## config.mk

```make
export PLATFORM = sky130hd
export DESIGN_NAME = step_seq
export DESIGN_NICKNAME = d
export VERILOG_FILES = /design/src/rtl/step_seq_pkg.sv /design/src/rtl/step_seq_queue.sv /design/src/rtl/step_seq_trig.sv /design/src/rtl/step_seq_pulse.sv /design/src/rtl/step_seq.sv
export SDC_FILE = /design/constraint.sdc
export NUM_CORES = 1
export LEC_CHECK = 0
export BUFFER_PORTS_ARGS = -buffer_cell sky130_fd_sc_hd__buf_2
export CELL_PAD_IN_SITES_DETAIL_PLACEMENT = 0
export CELL_PAD_IN_SITES_GLOBAL_PLACEMENT = 1
export CORE_MARGIN = 4
export CORE_UTILIZATION = 49
export CTS_CLUSTER_SIZE = 40
export DETAILED_ROUTE_END_ITERATION = 8
export PLACE_DENSITY = 0.91
export SETUP_SLACK_MARGIN = 0.02
export SYNTH_ARGS = -nofsm -noshare
export SYNTH_HDL_FRONTEND = slang
export SYNTH_SLANG_ARGS = --single-unit
```

## constraint.sdc

```tcl
create_clock -name clk_i -period 4.94 [get_ports clk_i]
set_input_delay 0.247 -clock clk_i [delete_from_list [all_inputs] [get_ports clk_i]]
set_output_delay 0.247 -clock clk_i [all_outputs]
set_load 0.1 [all_outputs]
```

## src/rtl/step_seq_pkg.sv

```systemverilog
package step_seq_pkg;
  typedef enum logic [3:0] {
    OP_NOP       = 4'd0,
    OP_WAIT_TRIG = 4'd1,
    OP_WAIT_SW   = 4'd2,
    OP_PULSE_LO  = 4'd3,
    OP_PULSE_HI  = 4'd4,
    OP_BCAST     = 4'd5,
    OP_IRQ       = 4'd6,
    OP_STRB_L0   = 4'd7,
    OP_STRB_L1   = 4'd8,
    OP_STRB_REG  = 4'd9,
    OP_JMP       = 4'd10,
    OP_JMPC0     = 4'd11,
    OP_JMPC1     = 4'd12,
    OP_WAIT_EXT  = 4'd13
  } op_e;

  typedef enum logic [1:0] {
    TM_RISE = 2'd0,
    TM_FALL = 2'd1,
    TM_HIGH = 2'd2,
    TM_LOW  = 2'd3
  } tmode_e;

  typedef enum logic [1:0] {
    ST_FETCH = 2'd0,
    ST_EXEC  = 2'd1,
    ST_DELAY = 2'd2
  } st_e;
endpackage

```

## src/rtl/step_seq_queue.sv

```systemverilog
module step_seq_queue #(
  parameter int DEPTH = 16,
  localparam int AW = $clog2(DEPTH)
) (
  input  logic          clk_i,
  input  logic          we_i,
  input  logic [AW-1:0] waddr_i,
  input  logic [7:0]    wdata_i,
  input  logic [AW-1:0] raddr_i,
  output logic [7:0]    rdata_o
);
  logic [7:0] mem_q [DEPTH];

  always_ff @(posedge clk_i) begin
    if (we_i && (int'(waddr_i) < DEPTH)) mem_q[waddr_i] <= wdata_i;
  end

  assign rdata_o = mem_q[raddr_i];
endmodule

```

## src/rtl/step_seq_trig.sv

```systemverilog
module step_seq_trig
  import step_seq_pkg::*;
#(
  parameter int N = 16
) (
  input  logic           clk_i,
  input  logic           rst_ni,
  input  logic [N-1:0]   trig_i,
  input  logic [2*N-1:0] mode_i,
  output logic [N-1:0]   hit_o
);
  logic [N-1:0] trig_q;

  always_ff @(posedge clk_i or negedge rst_ni) begin
    if (!rst_ni) trig_q <= '0;
    else         trig_q <= trig_i;
  end

  for (genvar g = 0; g < N; g++) begin : g_in
    tmode_e mode;
    assign mode = tmode_e'(mode_i[2*g+1:2*g]);
    always_comb begin
      unique case (mode)
        TM_RISE: hit_o[g] = trig_i[g] & ~trig_q[g];
        TM_FALL: hit_o[g] = ~trig_i[g] & trig_q[g];
        TM_HIGH: hit_o[g] = trig_i[g];
        default: hit_o[g] = ~trig_i[g];
      endcase
    end
  end
endmodule

```

## src/rtl/step_seq_pulse.sv

```systemverilog
module step_seq_pulse #(
  parameter int N   = 32,
  parameter int WW  = 4
) (
  input  logic          clk_i,
  input  logic          rst_ni,
  input  logic          load_i,
  input  logic [N-1:0]  vec_i,
  input  logic [WW-1:0] width_i,
  output logic [N-1:0]  out_o
);
  logic [N-1:0]  out_q;
  logic [WW-1:0] cnt_q;

  always_ff @(posedge clk_i or negedge rst_ni) begin
    if (!rst_ni) begin
      out_q <= '0;
      cnt_q <= '0;
    end else if (load_i) begin
      out_q <= vec_i;
      cnt_q <= width_i;
    end else if (cnt_q != '0) begin
      cnt_q <= cnt_q - 1'b1;
    end else begin
      out_q <= '0;
    end
  end

  assign out_o = out_q;

  p_pulse_end_r12: assert property (@(posedge clk_i) disable iff (!rst_ni)
    (cnt_q == '0 && !load_i) |=> (out_q == '0));
endmodule

```

## src/rtl/step_seq.sv

```systemverilog
module step_seq
  import step_seq_pkg::*;
#(
  parameter int QDEPTH = 16,
  parameter int NTRIG  = 16,
  parameter int NOUT   = 32,
  parameter int NIRQ   = 16,
  parameter int CW     = 16,
  parameter int LW     = 16,
  parameter int DW     = 8,
  parameter int PWW    = 4,
  localparam int AW    = $clog2(QDEPTH)
) (
  input  logic             clk_i,
  input  logic             rst_ni,
  input  logic             en_i,
  input  logic             start_i,
  input  logic [AW-1:0]    start_ptr_i,
  input  logic             q_we_i,
  input  logic [AW-1:0]    q_waddr_i,
  input  logic [7:0]       q_wdata_i,
  input  logic [NTRIG-1:0] trig_i,
  input  logic [2*NTRIG-1:0] trig_mode_i,
  input  logic             sw_trig_i,
  input  logic [LW-1:0]    lit_i,
  input  logic [CW-1:0]    loop_lim0_i,
  input  logic [CW-1:0]    loop_lim1_i,
  input  logic [DW-1:0]    step_dly_i,
  input  logic [PWW-1:0]   pulse_w_i,
  input  logic             dbg_en_i,
  input  logic             dbg_step_i,
  output logic             wait_req_o,
  output logic [3:0]       wait_sel_o,
  input  logic             wait_done_i,
  output logic [NOUT-1:0]  trig_o,
  output logic [NIRQ-1:0]  irq_o,
  output logic [LW-1:0]    strb_o,
  output logic             strb_vld_o
);
  st_e          state_q;
  logic [AW-1:0] ptr_q, ptr_nxt, ptr_inc, ptr_tgt;
  logic [7:0]   cmd_q, qdata;
  logic [CW-1:0] cnt0_q, cnt1_q;
  logic [DW-1:0] dly_q;
  logic         tok_q, dbg_q;
  logic [LW-1:0] strb_q;
  logic         vld_q;
  logic [NTRIG-1:0] hit;
  op_e          op;
  logic [3:0]   opt;
  logic         done, fire, run;
  logic         tload, iload;
  logic [NOUT-1:0] tvec;
  logic [NIRQ-1:0] ivec;

  step_seq_queue #(.DEPTH(QDEPTH)) u_queue (
    .clk_i   (clk_i),
    .we_i    (q_we_i),
    .waddr_i (q_waddr_i),
    .wdata_i (q_wdata_i),
    .raddr_i (ptr_q),
    .rdata_o (qdata)
  );

  step_seq_trig #(.N(NTRIG)) u_trig (
    .clk_i  (clk_i),
    .rst_ni (rst_ni),
    .trig_i (trig_i),
    .mode_i (trig_mode_i),
    .hit_o  (hit)
  );

  assign op  = op_e'(cmd_q[7:4]);
  assign opt = cmd_q[3:0];
  assign run = en_i & start_i;

  always_comb begin
    unique case (op)
      OP_WAIT_TRIG: done = hit[opt];
      OP_WAIT_SW:   done = sw_trig_i;
      OP_WAIT_EXT:  done = wait_done_i;
      default:      done = 1'b1;
    endcase
  end

  assign fire  = run && (state_q == ST_EXEC) && done;
  assign tload = fire && (op == OP_PULSE_LO || op == OP_PULSE_HI || op == OP_BCAST);
  assign iload = fire && (op == OP_IRQ);

  always_comb begin
    for (int i = 0; i < NOUT; i++) begin
      tvec[i] = (op == OP_PULSE_LO && i == int'(opt)) ||
                (op == OP_PULSE_HI && i == int'(opt) + 16) ||
                (op == OP_BCAST && (i / 8) == int'(opt[1:0]));
    end
    for (int i = 0; i < NIRQ; i++) ivec[i] = (i == int'(opt));
  end

  // pointer arithmetic
  assign ptr_inc = (int'(ptr_q) == QDEPTH - 1) ? '0 : ptr_q + 1'b1;
  assign ptr_tgt = (int'(opt) < QDEPTH) ? AW'(opt) : '0;

  always_comb begin
    unique case (op)
      OP_JMP:   ptr_nxt = ptr_tgt;
      OP_JMPC0: ptr_nxt = (cnt0_q != '0) ? ptr_tgt : ptr_inc;
      OP_JMPC1: ptr_nxt = (cnt1_q != '0) ? ptr_tgt : ptr_inc;
      default:  ptr_nxt = ptr_inc;
    endcase
  end

  always_ff @(posedge clk_i or negedge rst_ni) begin
    if (!rst_ni) begin
      state_q <= ST_FETCH;
      ptr_q   <= '0;
      cmd_q   <= '0;
      cnt0_q  <= '0;
      cnt1_q  <= '0;
      dly_q   <= '0;
      tok_q   <= 1'b0;
      dbg_q   <= 1'b0;
      strb_q  <= '0;
      vld_q   <= 1'b0;
    end else if (!en_i) begin
      state_q <= ST_FETCH;
      ptr_q   <= start_ptr_i;
      cnt0_q  <= loop_lim0_i;
      cnt1_q  <= loop_lim1_i;
      tok_q   <= 1'b0;
      dbg_q   <= dbg_step_i;
      vld_q   <= 1'b0;
    end else begin
      dbg_q <= dbg_step_i;
      vld_q <= 1'b0;
      if (dbg_step_i && !dbg_q) tok_q <= 1'b1;
      if (start_i) begin
        unique case (state_q)
          ST_FETCH: begin
            if (!dbg_en_i || tok_q) begin
              cmd_q   <= qdata;
              state_q <= ST_EXEC;
              tok_q   <= 1'b0;
            end
          end
          ST_EXEC: begin
            if (done) begin
              ptr_q <= ptr_nxt;
              if (op == OP_JMPC0) cnt0_q <= (cnt0_q != '0) ? cnt0_q - 1'b1 : loop_lim0_i;
              if (op == OP_JMPC1) cnt1_q <= (cnt1_q != '0) ? cnt1_q - 1'b1 : loop_lim1_i;
              if (op == OP_STRB_L0 || op == OP_STRB_L1 || op == OP_STRB_REG) begin
                vld_q  <= 1'b1;
                strb_q <= (op == OP_STRB_REG) ? lit_i
                        : LW'({(op == OP_STRB_L1), opt});
              end
              if (step_dly_i == '0) state_q <= ST_FETCH;
              else begin
                state_q <= ST_DELAY;
                dly_q   <= step_dly_i;
              end
            end
          end
          default: begin
            if (dly_q <= 1) state_q <= ST_FETCH;
            else            dly_q   <= dly_q - 1'b1;
          end
        endcase
      end
    end
  end

  step_seq_pulse #(.N(NOUT), .WW(PWW)) u_tpulse (
    .clk_i   (clk_i),
    .rst_ni  (rst_ni),
    .load_i  (tload),
    .vec_i   (tvec),
    .width_i (pulse_w_i),
    .out_o   (trig_o)
  );

  step_seq_pulse #(.N(NIRQ), .WW(PWW)) u_ipulse (
    .clk_i   (clk_i),
    .rst_ni  (rst_ni),
    .load_i  (iload),
    .vec_i   (ivec),
    .width_i (pulse_w_i),
    .out_o   (irq_o)
  );

  assign wait_req_o = (state_q == ST_EXEC) && (op == OP_WAIT_EXT);
  assign wait_sel_o = opt;
  assign strb_o     = strb_q;
  assign strb_vld_o = vld_q;

  p_ptr_range_r2: assert property (@(posedge clk_i) disable iff (!rst_ni)
    int'(ptr_q) < QDEPTH);
  p_irq_single_r7: assert property (@(posedge clk_i) disable iff (!rst_ni)
    $onehot0(irq_o));
  p_strb_once_r8: assert property (@(posedge clk_i) disable iff (!rst_ni)
    strb_vld_o |=> !strb_vld_o);
  p_wait_hold_r4: assert property (@(posedge clk_i) disable iff (!rst_ni)
    (wait_req_o && !wait_done_i && en_i && start_i) |=> wait_req_o);
  p_stop_idle_r13: assert property (@(posedge clk_i) disable iff (!rst_ni)
    !en_i |=> (!wait_req_o && !strb_vld_o));
  p_pause_hold_r13: assert property (@(posedge clk_i) disable iff (!rst_ni)
    (en_i && !start_i) |=> $stable(ptr_q));
endmodule

```

==> results.cfg <==
[worst_setup_path]
rr_startpoint = cnt1_q[7]
crit_path_end_kind = flop
criticalPathCategory = reg2reg
crit_path_max_fanout = 28
worst_path_max_delay_cell = nand2_1
critical_path_arrival_ns = 3.57
crit_chain = or4_4 -> or3_4 -> or4_4 -> nand2_1 -> nor2_1 -> a211oi_1 -> a21oi_1
r2r_cells = 7
critPathRequiredTime_ns = 5.32
cp-startpoint = cnt1_q[7]
cp-start-kind = flop
cp_top_family = simple AND/OR/NAND/NOR gates
r2r_end = cnt1_q[1]
regToRegSetupSlack_ns = 1.75
slowest_delay_ns = 0.65
critPathBufInv = 0
path_common_cell = or4_4

[finish]
stdcell_area_um2 = 15500
n_antenna_cell = 0
layout_common_cells = 201 x buf_2, 143 x dfrtp_1, 131 x o21ai_0, 128 x edfxtp_1, 78 x nand2_1
drive_gt1_frac = 0.235
areaGrowthSynthToFinish_pct = 22.0
fillers = 2020
nNetsFinal = 1478
final_common_cell = buf_2
stdcell_count = 1689

[timing]
slew_viol_final = 0
relSlewSlack = 0.164
fmax_mhz = 313
hold_ws_ns = 0.0246
hold_viol = 0
fin_crit_sh = 0.646
fin_worst_skew_ns = 0.0109
worstMarginPinSlew_ns = 1.24
postLayoutSetupSlackWorst_ns = 1.75
setup_violations = 0
rsz0062_at_grt = no
fin_setup_tns_ns = 0
period_needed_ns = 3.19

[grt]
antenna_found_initial = 0
grt_first_pass_wirelength_mm = 52.8
gr-total-overflow = 0
grt_max_degree = 107
grt_pass1_vias = 9843
track_usage = 0.230

[placed_design]
place_inst = 1575
gp_congestion = 0.866
dpl_cell_area_um2 = 13900
hpwlAfterDp_mm = 22.3
dp_slack_ns = 1.83
io_buffers = 202

[synthesis]
synth-seq-cells = 273
syn-num-nets = 1250
synth-edff-count = 128
synth.avg_cell_area_um2 = 11.5
synth_cell_types = 59
ys_seq_area_frac = 0.588
postSynthCellCount = 1108
ys_async_sr_fraction = 0.531
ys_warn_count = 0
netlist_area_um2 = 12700
ys.flop_type = dfrtp_1

[status]
status = finished clean

[die]
die_area_um2 = 28600
row_count = 58
die_w_um = 169
coreArea_um2 = 25300
die-height_um = 169
start_util = 0.502
io_pins = 203

[power_and_ir_drop]
power.density_nw_per_um2 = 440
vdd_ir_drop_max_v = 0.000438
leakagePower_uw = 0.00619

[worst_hold_path]
holdPathStages = 3
hp-start = loop_lim0_i[1]
holdCritPathClass = in2reg
min_to = cnt0_q[1]

[detailed_routing]
drt_iter0_markers = 893
postRouteAntennaNets = 0
post_drt_wl_per_cell_um = 19.9
via_count = 9952
drt_pass1_iterations = 5
post-route-drc-count = 0
avgViaCountPerCell = 5.89
drt-total-wl_mm = 33.7

[clocking]
cts_sinks = 273
clockBufferDepth = 3
numCtsBuffers = 29
clkTransAtPathRegs_ns = 0.06
cts-resized-gates = 0
cts_root_buf = clkbuf_16
insertion_delay_ns = 0.55
htreeDepth = 1
cts_tree = done

[run]
cap_violations = 0
registers in the layout (all words and copies together) (netlist names):
register        cells
strb_o             16
u_ipulse.out_o     16
cnt0_q             16
cnt1_q             16
u_ipulse.cnt_q      4
strb_vld_o          1
u_queue.mem_q     128
dly_q               8
u_trig.trig_q      16
state_q             2
u_tpulse.cnt_q      4
cmd_q               8
u_tpulse.out_o     32
ptr_q               4
tok_q               1
dbg_q               1
power breakdown:
group / total, uW / switching, uW / internal (uW)
Sequential: 2880 / 303 / 2580
Combinational: 1720 / 1130 / 591
Clock: 2220 / 916 / 1310
worst min-delay path, delay by kind of cell:
kind / cells / cell delay (ns)
AO/OA/AOI/OAI: 2 / 0.18
buffers and inverters: 1 / 0.10
cells by family after synthesis:
logic type,count (synthesis),share of synthesized area
buf+inv,101,0.0311
xor+xnor,9,0.00621
simple gates,359,0.139
compound gates,298,0.140
fa+ha+maj,9,0.00887
flops,273,0.588
mux,59,0.0870
final cells by class:
class / count / area, um^2 / share of cell area
clock inverters: 22 / 234 / 0.0151
flip-flops and latches: 273 / 7470 / 0.482
clock buffers: 32 / 747 / 0.0482
well taps: 330 / 413 / 0.0267
multi-input cells: 734 / 4840 / 0.312
inverters: 28 / 105 / 0.00678
repair buffers: 270 / 1680 / 0.108
worst max path at each step:
stage / endpoint / slack (ns) / cells after the start
floorplan: wait_req_o / 1.75 / 3
global placement: cnt0_q[15] / 1.89 / 7
detailed placement: cnt0_q[15] / 1.83 / 7
CTS: cnt1_q[1] / 1.79 / 7
global route: cnt0_q[9] / 1.34 / 7
finish: cnt1_q[1] / 1.75 / 7
cell usage after synthesis, types with 9 or more instances:
cell      instances  share of area
a21oi_1          73          0.029
clkbuf_1         60          0.018
dfrtp_1         145           0.29
edfxtp_1        128           0.30
ha_1              9         0.0089
inv_1            28         0.0083
mux2_2           11         0.0098
mux4_2           40          0.071
nand2_1          78          0.023
nand2b_1         21          0.010
nand3_1          68          0.027
nor2_1           77          0.023
nor2b_1          16         0.0079
nor3_1           45          0.018
nor4_1            9         0.0044
o21ai_0         131          0.052
o221ai_1         10         0.0069
o31ai_1          27          0.016
routing by layer:
metal / global-route usage / vias to the layer above / part of all wire
li1: - / 4625 / -
met1: 0.304 / 4841 / 0.41
met2: 0.392 / 403 / 0.49
met3: 0.0334 / 83 / 0.062
met4: 0.0826 / 0 / 0.034
met5: 0 / - / 0
per-stage QoR:
stage	utilization	power [uW]
2_1_floorplan	-	4110
3_3_place_gp	0.549	4540
3_5_place_dp	0.549	4580
4_1_cts	0.612	6850
5_1_grt	0.612	7160
6_report	0.612	6820
repair_timing:
| action | CTS | global route |
|---|---|---|
| endpoints found under the setup margin | 0 | 0 |
| hold buffers | 60 | 0 |
| buffers inserted | 0 | 0 |
| hold endpoints to repair | 168 | 0 |
Power figures use the tool's default switching activity.
